[config.mk]
export PLATFORM = sky130hd
export DESIGN_NAME = clkdiv_chain
export DESIGN_NICKNAME = d
export VERILOG_FILES = /design/src/rtl/clkdiv_pkg.sv /design/src/rtl/clkdiv_stage.sv /design/src/rtl/clkdiv_cfg.sv /design/src/rtl/clkdiv_chain.sv
export SDC_FILE = /design/constraint.sdc
export NUM_CORES = 1
export LEC_CHECK = 0
export ABC_AREA = 1
export BUFFER_PORTS_ARGS = -buffer_cell sky130_fd_sc_hd__buf_2
export CORE_ASPECT_RATIO = 0.8
export CORE_MARGIN = 1
export CORE_UTILIZATION = 40
export CTS_CLUSTER_DIAMETER = 50
export CTS_CLUSTER_SIZE = 40
export DETAILED_ROUTE_END_ITERATION = 7
export PLACE_DENSITY = 0.66
export SLEW_MARGIN = 5
export SYNTH_ARGS = -nofsm -noshare
export SYNTH_HDL_FRONTEND = slang
export SYNTH_SLANG_ARGS = --single-unit
[constraint.sdc]
create_clock -name clk -period 1.95 [get_ports clk]
set_clock_uncertainty 0.05 [all_clocks]
set_input_delay 0.0975 -clock clk [delete_from_list [all_inputs] [get_ports clk]]
set_output_delay 0.0975 -clock clk [all_outputs]
set_load 0.02 [all_outputs]
[src/rtl/clkdiv_pkg.sv]
package clkdiv_pkg;
    localparam int SYS_W  = 3;
    localparam int PER_W  = 2;
    localparam int MEM_W  = 2;
    localparam int SB_W   = 4;
    localparam int PWR_W  = 2;
    localparam int STC_W  = 16;

    typedef enum logic {
        ST_LOAD = 1'b0,
        ST_RUN  = 1'b1
    } chain_state_e;
endpackage

[src/rtl/clkdiv_stage.sv]
module clkdiv_stage #(
    parameter int CW = 3
) (
    input  logic          clk,
    input  logic          rst_n,
    input  logic          run,
    input  logic          tick_in,
    input  logic          par_lvl,
    input  logic [CW-1:0] ratio,
    output logic          tick_out,
    output logic          lvl_out
);
    localparam logic [CW-1:0] ONE  = CW'(1);
    localparam logic [CW:0]   ONEW = (CW + 1)'(1);

    logic [CW-1:0] cnt_q;
    logic [CW:0]   hi_len;
    logic          wrap;

    assign wrap   = (cnt_q == ratio - ONE);
    assign hi_len = ({1'b0, ratio} + ONEW) >> 1;

    always_ff @(posedge clk or negedge rst_n) begin
        if (!rst_n) begin
            cnt_q <= '0;
        end else if (!run) begin
            cnt_q <= '0;
        end else if (tick_in) begin
            cnt_q <= wrap ? '0 : cnt_q + ONE;
        end
    end

    assign tick_out = run & tick_in & wrap;

    always_comb begin
        if (ratio == ONE) begin
            lvl_out = par_lvl;
        end else begin
            lvl_out = run & ({1'b0, cnt_q} < hi_len);
        end
    end
endmodule

[src/rtl/clkdiv_cfg.sv]
module clkdiv_cfg
    import clkdiv_pkg::*;
#(
    parameter bit LEGACY = 1'b0
) (
    input  logic             clk,
    input  logic             rst_n,
    input  logic             capture,
    input  logic [PWR_W-1:0] pwr_sel,
    input  logic             mem_fast,
    input  logic [STC_W-1:0] st_cfg,
    output logic [SYS_W-1:0] sys_ratio,
    output logic [MEM_W-1:0] mem_ratio,
    output logic [SB_W-1:0]  sb_ratio
);
    logic [MEM_W-1:0] mem_dec;
    logic [SB_W-1:0]  sb_dec;
    logic             cfg_unused;

    generate
        if (LEGACY) begin : g_legacy
            assign mem_dec    = MEM_W'(2);
            assign sb_dec     = st_cfg[11] ? SB_W'(5) : SB_W'(4);
            assign cfg_unused = ^{mem_fast, st_cfg[15:12], st_cfg[10:0]};
        end else begin : g_newer
            assign mem_dec    = mem_fast ? MEM_W'(1) : MEM_W'(2);
            assign sb_dec     = SB_W'(st_cfg[15:13]) + SB_W'(1);
            assign cfg_unused = ^st_cfg[12:0];
        end
    endgenerate

    always_ff @(posedge clk or negedge rst_n) begin
        if (!rst_n) begin
            sys_ratio <= SYS_W'(2);
            mem_ratio <= MEM_W'(2);
            sb_ratio  <= SB_W'(4);
        end else if (capture) begin
            sys_ratio <= SYS_W'(pwr_sel) + SYS_W'(2);
            mem_ratio <= mem_dec;
            sb_ratio  <= sb_dec;
        end
    end
endmodule

[src/rtl/clkdiv_chain.sv]
module clkdiv_chain
    import clkdiv_pkg::*;
#(
    parameter bit LEGACY = 1'b0
) (
    input  logic        clk,
    input  logic        rst_n,
    input  logic [1:0]  pwr_sel,
    input  logic        mem_fast,
    input  logic [15:0] st_cfg,
    output logic        sys_clk,
    output logic        per_clk,
    output logic        mem_clk,
    output logic        sbus_clk,
    output logic [2:0]  rb_sys,
    output logic [1:0]  rb_mem,
    output logic [3:0]  rb_sbus
);
    chain_state_e state_q, state_d;
    logic run, capture;
    logic [SYS_W-1:0] sys_ratio;
    logic [MEM_W-1:0] mem_ratio;
    logic [SB_W-1:0]  sb_ratio;
    logic sys_tick, per_tick, mem_tick_unused, sb_tick_unused;

    always_ff @(posedge clk or negedge rst_n) begin
        if (!rst_n) state_q <= ST_LOAD;
        else        state_q <= state_d;
    end

    always_comb begin
        state_d = state_q;
        run     = 1'b0;
        capture = 1'b0;
        unique case (state_q)
            ST_LOAD: begin
                capture = 1'b1;
                state_d = ST_RUN;
            end
            ST_RUN: begin
                run     = 1'b1;
                state_d = ST_RUN;
            end
        endcase
    end

    clkdiv_cfg #(.LEGACY(LEGACY)) u_cfg (
        .clk(clk), .rst_n(rst_n), .capture(capture),
        .pwr_sel(pwr_sel), .mem_fast(mem_fast), .st_cfg(st_cfg),
        .sys_ratio(sys_ratio), .mem_ratio(mem_ratio), .sb_ratio(sb_ratio)
    );

    clkdiv_stage #(.CW(SYS_W)) u_sys (
        .clk(clk), .rst_n(rst_n), .run(run), .tick_in(run), .par_lvl(1'b0),
        .ratio(sys_ratio), .tick_out(sys_tick), .lvl_out(sys_clk)
    );

    clkdiv_stage #(.CW(PER_W)) u_per (
        .clk(clk), .rst_n(rst_n), .run(run), .tick_in(sys_tick), .par_lvl(sys_clk),
        .ratio(PER_W'(2)), .tick_out(per_tick), .lvl_out(per_clk)
    );

    clkdiv_stage #(.CW(MEM_W)) u_mem (
        .clk(clk), .rst_n(rst_n), .run(run), .tick_in(sys_tick), .par_lvl(sys_clk),
        .ratio(mem_ratio), .tick_out(mem_tick_unused), .lvl_out(mem_clk)
    );

    clkdiv_stage #(.CW(SB_W)) u_sbus (
        .clk(clk), .rst_n(rst_n), .run(run), .tick_in(per_tick), .par_lvl(per_clk),
        .ratio(sb_ratio), .tick_out(sb_tick_unused), .lvl_out(sbus_clk)
    );

    assign rb_sys  = run ? sys_ratio : '0;
    assign rb_mem  = run ? mem_ratio : '0;
    assign rb_sbus = run ? sb_ratio  : '0;
endmodule

; Yosys cells after proc, flatten, opt, wreduce, memory -nomap -nowiden
; Index checks and enable logic that the tools add are counted.
[word_totals]
ram_bits = 0
mem_count = 0
latch_bits = 0
rom_bits = 0
reg_bits = 21
wordCells = 59
inputBits = 21
output_inout_bits = 13
[op_classes]
bitwise_logic = 7
shifts = 0
muxes = 19
n_eq_ne = 9
div = 0
addsub = 12
mul = 0
magnitude_cmp = 4
n_reduce_logical = 0
[ops]
columns = operator, count
row1 = $mux W2, 8
row2 = $mux W4, 4
row3 = $mux W3, 3
row4 = $add A3 B1 Y4 const B, 2
row5 = $and A1 B1 Y1, 7
row6 = $add A4 B1 Y5 const B, 1
row7 = $add A2 B1 Y2 const B, 2
row8 = $add A4 B1 Y4 const B, 1
row9 = $eq A2 B1 Y1 const B, 2
row10 = $eq A4 B1 Y1 const B, 1
row11 = $eq A4 B4 Y1, 1
row12 = $lt A4 B4 Y1, 1
row13 = $mux W1, 4
row14 = $ne A2 B1 Y1 const B, 2
row15 = $sub A4 B1 Y4 const B, 1
row16 = $add A2 B1 Y3 const B, 1
row17 = $add A2 B2 Y3 const B, 1
row18 = $add A3 B1 Y3 const B, 1
row19 = $eq A3 B1 Y1 const B, 1
row20 = $eq A3 B3 Y1, 1
row21 = $lt A3 B3 Y1, 1
row22 = $sub A3 B1 Y3 const B, 1
row23 = $eq A2 B2 Y1, 1
row24 = $lt A2 B1 Y1 const B, 1
row25 = other kinds (2), 2

; Longest topological paths before layout
; Gate-level depths: netlist of the first run.
[logic_depth]
depth_word = 7
mapped_depth = 12
ltp_nobuf = 12

; Cells and area by module
; From an unflattened synthesis of the first run, not the netlist that was laid out.
[unflattened]
cells_unflattened = 268
hier_area_um2 = 1756.7
[modules_own_cells]
columns = mod, instances, area_each_um2, seq_area_each_um2, cells_per_inst
row1 = clkdiv_stage (u_sbus), 1, 486.7, 100.1, 76
row2 = clkdiv_stage (u_mem ...), 2, 217.7, 50.0, 37
row3 = clkdiv_cfg, 1, 369.1, 229.0, 39
row4 = clkdiv_stage (u_sys), 1, 350.3, 75.1, 56
row5 = clkdiv_chain, 1, 115.1, 25.0, 23

; Worst setup path before layout of the first run
; Ideal clock, no wire load.
[synth_path]
path_type = flip-flop to output port
startpoint = register u_cfg.sys_ratio[1]
endpoint = output port mem_clk
arrival_ps = 1773
path_slack_ps = 30
path_buffers = 0
required_ps = 1803
path_stages_with_launch = 9
cell_sequence = dfstp_2 > ha_1 > xnor2_1 > ha_1 > o21ai_0 > a21boi_0 > nor2_1 > nand2_1 > o41ai_1
[synth_via]
elab_chain_cells = 5
word_cells_on_any_way = 6
classes_between = 1 x add/sub / 1 x order compare / 1 x eq/ne / 2 x mux / 1 x bitwise
[synth_lines]
columns = element, line
row1 = start: declaration, clkdiv_cfg.sv:12  ; output logic [SYS_W-1:0] sys_ratio,
row2 = start signal: assignment, clkdiv_cfg.sv:38  ; sys_ratio <= SYS_W'(pwr_sel) + SYS_W'(2);
row3 = $add A3 B1 Y4, clkdiv_stage.sv:21  ; assign hi_len = ({1'b0, ratio} + ONEW) >> 1;
row4 = $lt A3 B3 Y1, clkdiv_stage.sv:39  ; lvl_out = run & ({1'b0, cnt_q} < hi_len);
row5 = $and A1 B1 Y1, clkdiv_stage.sv:39
row6 = $mux W1 (*), clkdiv_stage.sv:36  ; if (ratio == ONE) begin
row7 = net sys_clk, clkdiv_chain.sv:11  ; output logic sys_clk,
row8 = $mux W1 (*), clkdiv_stage.sv:36
row9 = end: declaration, clkdiv_chain.sv:13  ; output logic mem_clk,
; Mark *: on every way through the listed nets, which the timed path passes. The rest lies on a longest branch.

; Worst setup path after layout of the first run
[layout_path]
startpoint = register u_cfg.sys_ratio[1]
endpoint = output port mem_clk
[layout_via]
elab_chain_cells = 5
word_cells_on_any_way = 6
classes_between = 1 x add/sub / 1 x order compare / 1 x eq/ne / 2 x mux / 1 x bitwise
[layout_lines]
columns = element, line
row1 = $add A3 B1 Y4, clkdiv_stage.sv:21
row2 = $lt A3 B3 Y1, clkdiv_stage.sv:39
row3 = $and A1 B1 Y1, clkdiv_stage.sv:39
row4 = $mux W1 (*) (2 in a row), clkdiv_stage.sv:36
; Every way passes the cells marked *; elsewhere a longest branch is shown, timed or not.

==> results of run 1 <==
==> area by class of cell <==
type | instances | area [sq um]
timing repair buffer | 31 | 200
multi-input combinational | 132 | 850
fill | 353 | 1700
clock buffer | 4 | 45.0
inverter | 39 | 146
tap | 42 | 52.6
sequential | 21 | 529
==> final timing paths <==
path	endpoint	slack, ns	cells after the start
worst max-delay path	mem_clk	-0.11	9
worst min-delay path	u_cfg.sb_ratio[3]$_DFFE_PN0N_	0.06	3
worst max register to register	u_sbus.cnt_q[3]$_DFFE_PN0P_	0.19	9
worst min register to register	u_sys.cnt_q[0]$_DFF_PN0_	0.46	1
max in group asynchronous	u_cfg.sb_ratio[2]$_DFFE_PN1N_	1.22	2
min in group asynchronous	u_cfg.mem_ratio[0]$_DFFE_PN0N_	0.28	2
==> layout by cell type, fill, tap and decap left out, types with 5 or more instances in the layout <==
master / n
dfrtp_1: 18
buf_2: 18
ha_1: 15
inv_2: 7
buf_4: 8
nand3_1: 15
nand2_1: 45
nor2_1: 13
o21ai_0: 6
xnor2_1: 7
dlygate4sd3_1: 5
inv_1: 32
==> report_power, final <==
part | internal, W | switching (W) | total, W
logic | 0.000219 | 0.000278 | 0.000497
clock network | 0.000145 | 0.000137 | 0.000283
registers | 0.000492 | 0.0000643 | 0.000556
==> cells in the mapped netlist (2+ instances only) <==
master    n  area (sq um)
dfstp_2   3          78.8
o21ai_0   7          35.0
xor2_1    4          35.0
inv_2     7          26.3
nor2_4    2          22.5
nand4_1   4          25.0
nor2_1   13          48.8
ha_1     17           213
dfrtp_1  18           450
nand2_1  45           169
inv_1    32           120
xnor2_1   9          78.8
buf_2     2          10.0
nand3_1  16          80.1
nand2_2   2          12.5
o21ai_1   3          15.0
==> kinds of logic after synthesis <==
family / synth area share (%)
AOI/OAI and AO/OA: 6.74
xor gates and xnor gates: 7.57
adders and majority gates: 14.1
buffers and inverters: 11.1
DFF: 35.2
other: 0.249
and+or+nand+nor: 25.0
==> per-stage QoR <==
step	hold slack (ns)	utilization (%)	setup TNS, ns	power (W)
global route	0.0658	51.8	-0.493	0.00145
detailed placement	0.0325	47.1	0	0.00101
CTS	0.0551	51.3	-0.263	0.00134
global placement	0.0346	47.1	0	0.00101
floorplan	-0.248	-	0	0.000902
finish	0.0626	51.8	-0.181	0.00134
==> routing by layer <==
layer | track usage, % | share of wire [%] | up-vias
met5 | 0 | 0 | -
met3 | 3.23 | 2.5 | 2
met4 | 4.29 | 0.75 | 0
met1 | 21.9 | 51 | 539
met2 | 28.0 | 46 | 21
li1 | - | - | 670
==> state kept, by name (all words and copies together), names as in the netlist <==
| register | cells |
|---|---|
| u_sbus.cnt_q | 4 |
| state_q | 1 |
| u_cfg.sb_ratio | 4 |
| u_per.cnt_q | 2 |
| u_cfg.mem_ratio | 2 |
| u_cfg.sys_ratio | 3 |
| u_mem.cnt_q | 2 |
| u_sys.cnt_q | 3 |
==> worst max-delay path: cells and delay by family, from the launching register on <==
family                   cells  cell delay, ns
XOR/XNOR                     1            0.10
buffers and inverters        1            0.19
adder cells (fa/ha/maj)      2            0.38
flip-flops                   1            0.58
AND/OR/NAND/NOR              2            0.21
AO/OA/AOI/OAI                3            0.19
==> what timing repair did <==
item,CTS,global route
gates resized for setup,7,4
hold endpoints to repair,23,0
setup endpoints to repair,3,3
cloned,0,0
pin swaps,3,2
setup buffers,3,0
hold buffers,5,0
==> metrics.txt, run 1 <==
post-synthesis area per instance 7.67 sq um; Clk Latency, worst-skew pair approximately 0.26 ns; Layout Cell Area excl Fill ~0.0018 sq mm; post-synthesis sequential area ratio 35.2%; Antenna Cells 0; TritonCTS clock tree yes; Root Driver clkbuf_8; Mapped Nets 234; final worst-path setup slack -0.112 ns; initial antenna violation count 0; DP HPWL just over 2000 um; crit-path cells ha_4 -> xnor2_2 -> ha_1 -> o21ai_1 -> a21boi_1 -> nor2_1 -> nand2_1 -> o41ai_2 -> buf_4; Post-Syn Area approximately 0.0015 sq mm; nature of the critical path startpoint register; PD cells about 730 mW/mm^2; Post-synth EDFFs 0; crit path launch u_cfg.sys_ratio[1]$_DFFE_PN1N_; RSZ-0062 raised after global routing yes; Syn Inst Count between 150 and 200; Slew Viols, Final 0; Final ANT Viol Nets 0; Remaining DRCs 0; period utilization 106%; share of cells above drive strength 1 22.5%; post-route minimum period 2.06 ns; largest net degree at the start of global routing 26; Synth warnings 0; status complete, but fails checks; area of the core 0.00352 sq mm; delay of the slowest critical-path stage a little under 0.6 ns; placed insts approximately 260; Placer Congestion between 0.7 and 0.8; Worst-path clk slew about 0.080 ns; GRT overflow 0; cts bufs inserted 3; Layout Cells excl Fill between 200 and 300; DR WL/cell around 10 um; hold path startpoint st_cfg[15]; routed vias/inst between 4 and 5; Hold Fails Final Rpt 0; Die Wd about 70 um; WS Path Type reg2out; MaxCap Viol Count 0; Tot GR Track Use ~17%; critical path arrival approximately 1.9 ns; Final #Nets 266; die outline height 56.8 um; worst hold path type in2reg; Area Overhead vs Synth 21.2%; placed instance area 0.00166 sq mm; CTS sink cnt 21; Leakage Power ~1.0 nW; VDD IR max roughly 400 uV; nature of the critical path endpoint primary output; vias in the first global route around 1,200; max frequency ~480 MHz; first-pass GRT wire length ~5300 um; Crit path required time 1.80 ns; drt total wl 2810 um; # port buffers 20; Vias between 1,000 and 1,500; Main synth FF type dfrtp_1; H-Tree Depth 1; worst slack at placement 0.100 ns; die area 0.00401 sq mm; Site Rows 19; initial cell density of the core between 40% and 50%; Synth cell types 28; Critical-path top delay cell dfstp_2; DRT Pass-1 Iters 4; Synth Register Bits 21; clk buf depth 2; R2R Path Start u_cfg.sys_ratio[1]$_DFFE_PN1N_; critical path fanouts, max 4; I/O pins 34; failing checks negative setup slack; Final setup viols 2; Async S/R FF share, synth 100%; Initial DRC Count 59
Note: power is estimated with default switching activity, not from simulation.
==> inputs of run 2 (changes only) <==
--- a/config.mk
+++ b/config.mk
@@ -7,14 +7,15 @@
 export LEC_CHECK = 0
 export ABC_AREA = 1
 export BUFFER_PORTS_ARGS = -buffer_cell sky130_fd_sc_hd__buf_2
-export CORE_ASPECT_RATIO = 0.8
+export CORE_ASPECT_RATIO = 0.9
 export CORE_MARGIN = 1
 export CORE_UTILIZATION = 40
 export CTS_CLUSTER_DIAMETER = 50
 export CTS_CLUSTER_SIZE = 40
 export DETAILED_ROUTE_END_ITERATION = 7
-export PLACE_DENSITY = 0.66
+export PLACE_DENSITY = 0.65
 export SLEW_MARGIN = 5
 export SYNTH_ARGS = -nofsm -noshare
 export SYNTH_HDL_FRONTEND = slang
+export SYNTH_HIERARCHICAL = 1
 export SYNTH_SLANG_ARGS = --single-unit
==> metrics.txt, run 2 <==
# port buffers 20 (unchanged); share of cells above drive strength 1 22.5% (about the same); Final setup viols 7 (+5); worst hold path type in2reg; area of the core 0.00413 sq mm (+17%); period utilization 107% (+1.5 points); most frequent cells in the layout nand2_1, inv_1, buf_2, dfrtp_1; Site Rows 22 (+3); Register Area 529 sq um (unchanged); WS Path Type reg2out; nature of the critical path startpoint register; Placer Congestion 0.826 (+10%); Worst-path clk slew 0.08 ns (about the same); worst slack at placement -0.0218 ns (-0.122 ns); worst hold slack 0.00603 ns (-0.0566 ns); Final #Nets 358 (+35%); Initial DRC Count 69 (+17%); RSZ-0062 raised after global routing yes; Root Driver clkbuf_8; die outline height 64.7 um (+14%); DP HPWL 2650 um (+30%); Synth warnings 6 (+6); Critical-path top delay cell dfstp_2; Area Overhead vs Synth 27.0%; DRT Pass-1 Iters 4 (unchanged); Vias 1,633 (+33%); nature of the critical path endpoint primary output; post-synthesis area per instance 6.58 sq um (-14%); Pwr Total 0.00123 W (-8.0%); Clk Latency, worst-skew pair 0.27 ns (about the same); VDD IR max 329 uV (-17%); final worst-path setup slack -0.141 ns (-0.0286 ns); crit-path cells buf_6 -> ha_4 -> xnor2_1 -> ha_1 -> a21oi_2 -> o21ai_1 -> nand2_1 -> nand2_1 -> nand2_1 -> buf_6; flop-to-flop setup slack -0.08 ns (-0.27 ns); # fillers 408 (+16%); Die Wd 71.7 um (+1.6%); CP dominant cell by count nand2_1; routed vias/inst 4.49 (-2.0%); failing checks negative setup slack; Slew Viols, Final 0 (unchanged); vias in the first global route 1,437 (+16%); H-Tree Depth 1 (unchanged); critical path fanouts, max 3 (-1); placed instance area 0.00202 sq mm (+22%); largest net degree at the start of global routing 22 (-15%); initial cell density of the core 42.4% (-0.38 points); MaxCap Viol Count 0 (unchanged); cts bufs inserted 3 (unchanged); DR WL/cell 9.88 um (-5.4%); Leakage Power 1.30 nW (+26%); critical path arrival 1.94 ns (+0.03 ns); Remaining DRCs 0 (unchanged); Crit path required time 1.80 ns (about the same); die area 0.00464 sq mm (+16%); max frequency 478 MHz (-1.4%); TritonCTS clock tree yes; PD cells 553 mW/mm^2 (-25%); Final ANT Viol Nets 0 (unchanged); Syn Inst Count 266 (+36%); Post-Syn Area 0.00175 sq mm (+16%); delay of the slowest critical-path stage 0.55 ns (-0.03 ns); largest registers u_cfg/sb_ratio (4), u_sbus/cnt_q (4); Hold Fails Final Rpt 0 (unchanged); CTS sink cnt 21 (unchanged); first-pass GRT wire length 6240 um (+19%); Multi-input gate area 0.00111 sq mm (+31%); commonest non-fill, non-tap cell in the layout nand2_1; Antenna Cells 0 (unchanged); Layout Cell Area excl Fill 0.00222 sq mm (+22%); GRT overflow 0 (unchanged); clk buf depth 2 (unchanged); post-route minimum period 2.09 ns (+0.0286 ns); I/O pins 34 (unchanged); initial antenna violation count 0 (unchanged); status complete, but fails checks; Tot GR Track Use 16.8% (+0.21 points); drt total wl 3600 um (+28%)
-- run 2: timing repair --
| item | in CTS | in global routing |
|---|---|---|
| pin swaps | 5 | 12 |
| resized for setup | 8 | 8 |
| endpoints found under the hold margin | 21 | 0 |
| hold buffers | 3 | 0 |
| endpoints found under the setup margin | 5 | 7 |
| gates cloned | 0 | 0 |
| setup buffers | 3 | 6 |
-- run 2: final timing paths --
check,from,end,cells after the start
min,pwr_sel[1],u_cfg/sys_ratio[1]$_DFFE_PN1P_,3
min in group asynchronous,rst_n,u_sbus/cnt_q[3]$_DFFE_PN0P_,2
max,u_cfg/sys_ratio[1]$_DFFE_PN1P_,mem_clk,10
max in group asynchronous,rst_n,u_cfg/sys_ratio[1]$_DFFE_PN1P_,2
min reg2reg,u_cfg/mem_ratio[1]$_DFFE_PN1P_,u_cfg/mem_ratio[1]$_DFFE_PN1P_,2
max reg2reg,u_cfg/sys_ratio[1]$_DFFE_PN1P_,u_sbus/cnt_q[3]$_DFFE_PN0P_,14
-- run 2: stage by stage --
step                std cells  util (%)  setup TNS (ns)
global placement          348      48.9               0
detailed placement        348      48.9         -0.0422
CTS                       358      52.0          -0.386
global route              364      53.8           -1.42
floorplan                 272         -         -0.0950
finish                    364      53.8          -0.431
-- run 2: worst max-delay path: cells and delay by family, from the launching register on --
kind                       cells  cell delay, ns
AOI/OAI and AO/OA              2            0.20
xor gates and xnor gates       1            0.06
adders and majority gates      2            0.42
buffers and inverters          2            0.21
DFF                            1            0.55
and+or+nand+nor                3            0.23
-- run 2: where the power goes --
part	internal [W]	switching, W	total (W)
sequential	0.000464	0.0000346	0.000499
clock	0.000146	0.000155	0.000301
combinational	0.000190	0.000238	0.000428
total	0.000801	0.000428	0.00123
-- run 2: area by class of cell --
cell class | instances | area share [%]
multi-input combinational | 201 | 50.1
sequential | 21 | 23.8
timing repair buffer | 42 | 13.2
inverter | 48 | 8.11
tap | 48 | 2.70
clock buffer | 4 | 2.03
-- run 2: metal layers --
layer / part of all wire, % / GRT usage, %
met5: 0 / 0
met4: 1.5 / 5.88
met3: 2.1 / 2.02
met2: 45 / 27.9
met1: 51 / 22.5
==> inputs of run 3 (changes only) <==
--- a/config.mk
+++ b/config.mk
@@ -7,13 +7,15 @@
 export LEC_CHECK = 0
 export ABC_AREA = 1
 export BUFFER_PORTS_ARGS = -buffer_cell sky130_fd_sc_hd__buf_2
+export CAP_MARGIN = 10
 export CORE_ASPECT_RATIO = 0.9
 export CORE_MARGIN = 1
 export CORE_UTILIZATION = 40
-export CTS_CLUSTER_DIAMETER = 50
+export CTS_CLUSTER_DIAMETER = 30
 export CTS_CLUSTER_SIZE = 40
 export DETAILED_ROUTE_END_ITERATION = 7
 export PLACE_DENSITY = 0.65
+export SETUP_SLACK_MARGIN = 0.05
 export SLEW_MARGIN = 5
 export SYNTH_ARGS = -nofsm -noshare
 export SYNTH_HDL_FRONTEND = slang
==> metrics.txt, run 3 (synthesis results as in run 2) <==
DP HPWL 2650 um (unchanged); RR Endpoint u_sbus/cnt_q[2]$_DFFE_PN0P_; I/O pins 34 (unchanged); Final #Nets 358 (unchanged); most frequent cells in the layout nand2_1, inv_1, buf_2, dfrtp_1; Slew Viols, Final 0 (unchanged); period utilization 107% (-0.15 points); MaxCap Viol Count 0 (unchanged); DRT Pass-1 Iters 4 (unchanged); Internal Pwr Total 0.000805 W (+0.54%); Remaining DRCs 0 (unchanged); final worst-path setup slack -0.138 ns (+0.00291 ns); # port buffers 20 (unchanged); first-pass GRT wire length 6240 um (unchanged); PD cells 554 mW/mm^2 (+0.15%); Most Crowded Layer GR met2; GR Util met1 22.5% (unchanged); Switching Fraction 34.8% (-0.037 points); Hold Path Sink u_cfg/sys_ratio[1]$_DFFE_PN1P_; Tot GR Track Use 16.8% (unchanged); Pwr Total 0.00123 W (+0.49%); Final setup viols 6 (-1); vias in the first global route 1,437 (unchanged); Seq pwr share 40.5% (about the same); GRT overflow 0 (unchanged); die outline height 64.7 um (unchanged); nature of the critical path startpoint register; largest net degree at the start of global routing 22 (unchanged); routed vias/inst 4.49 (+0.12%); Hold Fails Final Rpt 0 (unchanged); initial cell density of the core 42.4% (unchanged); Worst Reg-to-Reg Cells 14 (unchanged); Initial DRC Count 85 (+23%); NetSw 0.000429 W (+0.38%); worst hold slack 0.00516 ns (-0.000871 ns); Vias 1,635 (+0.12%); Site Rows 22 (unchanged); worst hold path type in2reg; cts bufs inserted 3 (unchanged); Clock power frac 24.4% (about the same); critical path fanouts, max 3 (unchanged); status complete, but fails checks; die area 0.00464 sq mm (unchanged); R2R Path Start u_cfg/sys_ratio[1]$_DFFE_PN1P_; H-Tree Depth 1 (unchanged); Leakage Power 1.30 nW (+0.39%); max frequency 479 MHz (+0.14%); clk buf depth 2 (unchanged); largest registers u_cfg/sb_ratio (4), u_sbus/cnt_q (4); Crit path required time 1.80 ns (about the same); met3 Use GR 2.02% (unchanged); CTS sink cnt 21 (unchanged); share of cells above drive strength 1 22.8% (+0.32 points); TritonCTS clock tree yes; post-route minimum period 2.09 ns (-0.00291 ns); Die Wd 71.7 um (unchanged); Clk Latency, worst-skew pair 0.27 ns (about the same); drt total wl 3610 um (+0.53%); failing checks negative setup slack; RSZ-0062 raised after global routing yes; Worst-path clk slew 0.08 ns (about the same); Final ANT Viol Nets 0 (unchanged); Logic pwr share 35.2% (+0.3 points); area of the core 0.00413 sq mm (unchanged); WS Path Type reg2out; commonest non-fill, non-tap cell in the layout nand2_1; flop-to-flop setup slack -0.07 ns (about the same); Antenna Cells 0 (unchanged); VDD IR max 328 uV (-0.15%); grt met2 use 27.9% (unchanged); nature of the critical path endpoint primary output; Area Overhead vs Synth 27.4%; Placer Congestion 0.826 (unchanged); Root Driver clkbuf_8; hold depth 3 (unchanged); hold path startpoint pwr_sel[1]; critical path arrival 1.94 ns (about the same); initial antenna violation count 0 (unchanged); DR WL/cell 9.93 um (+0.53%)
-- run 3: area by class of cell --
class / instances / area, sq um
clock buffer: 4 / 45.0
fill: 404 / 1900
inverter: 48 / 180
multi-input combinational: 201 / 1120
sequential: 21 / 529
tap: 48 / 60.1
timing repair buffer: 42 / 293
-- run 3: power by group through the flow --
| stage | Clock (W) | Combinational, W | Sequential (W) |
|---|---|---|---|
| after floorplan | 0 | 0.000255 | 0.000506 |
| after global placement | 0 | 0.000361 | 0.000510 |
| after detailed placement | 0 | 0.000366 | 0.000510 |
| after CTS | 0.000304 | 0.000409 | 0.000497 |
| after global routing | 0.000323 | 0.000489 | 0.000504 |
| final | 0.000301 | 0.000434 | 0.000499 |
-- run 3: critical path, cell delays in order, from the launching register on --
cell and delay, ns:
dfstp_2 0.55, buf_6 0.11, ha_4 0.11, xnor2_1 0.06, ha_1 0.31, a21oi_2 0.14, o21ai_1 0.06, nand2_1 0.10
nand2_1 0.06, nand2_1 0.07, buf_6 0.11
-- run 3: worst max-delay path by stage --
stage / from / endpoint / slack, ns / cells past startpoint
floorplan: u_cfg/sys_ratio[1]$_DFFE_PN1P_ / u_sbus/cnt_q[2]$_DFFE_PN0P_ / -0.05 / 13
global placement: u_cfg/sys_ratio[1]$_DFFE_PN1P_ / u_sbus/cnt_q[2]$_DFFE_PN0P_ / 0.02 / 13
detailed placement: u_cfg/sys_ratio[1]$_DFFE_PN1P_ / u_sbus/cnt_q[2]$_DFFE_PN0P_ / -0.02 / 13
CTS: u_cfg/sys_ratio[1]$_DFFE_PN1P_ / mem_clk / -0.20 / 10
global route: u_cfg/sys_ratio[1]$_DFFE_PN1P_ / u_sbus/cnt_q[2]$_DFFE_PN0P_ / -0.24 / 14
finish: u_cfg/sys_ratio[1]$_DFFE_PN1P_ / mem_clk / -0.14 / 10
-- run 3: per-stage QoR --
step	instance area, sq um	setup WS, ns	setup TNS (ns)	utilization [%]	cells
after global placement	2020	0.0154	0	48.9	348
after CTS	2170	-0.196	-0.476	52.6	361
after floorplan	1810	-0.0477	-0.0950	-	272
final	2230	-0.138	-0.380	54.0	364
after global routing	2230	-0.239	-1.47	54.0	364
after detailed placement	2020	-0.0218	-0.0422	48.9	348
-- run 3: what timing repair did --
item                                    4_1_cts  5_1_grt
pin swaps                                     9       11
hold buffers                                  3        0
gates resized for setup                       9        8
hold endpoints to repair                     21        0
endpoints found under the setup margin        5       11
buffers inserted                              6        3
-- run 3: metal layers --
| metal | routed length, um | part of all wire [%] | vias to the layer above |
|---|---|---|---|
| met5 | 0 | 0 | - |
| met3 | 74 | 2.0 | 6 |
| li1 | - | - | 890 |
| met4 | 55 | 1.5 | 0 |
| met2 | 1640 | 45 | 20 |
| met1 | 1840 | 51 | 719 |
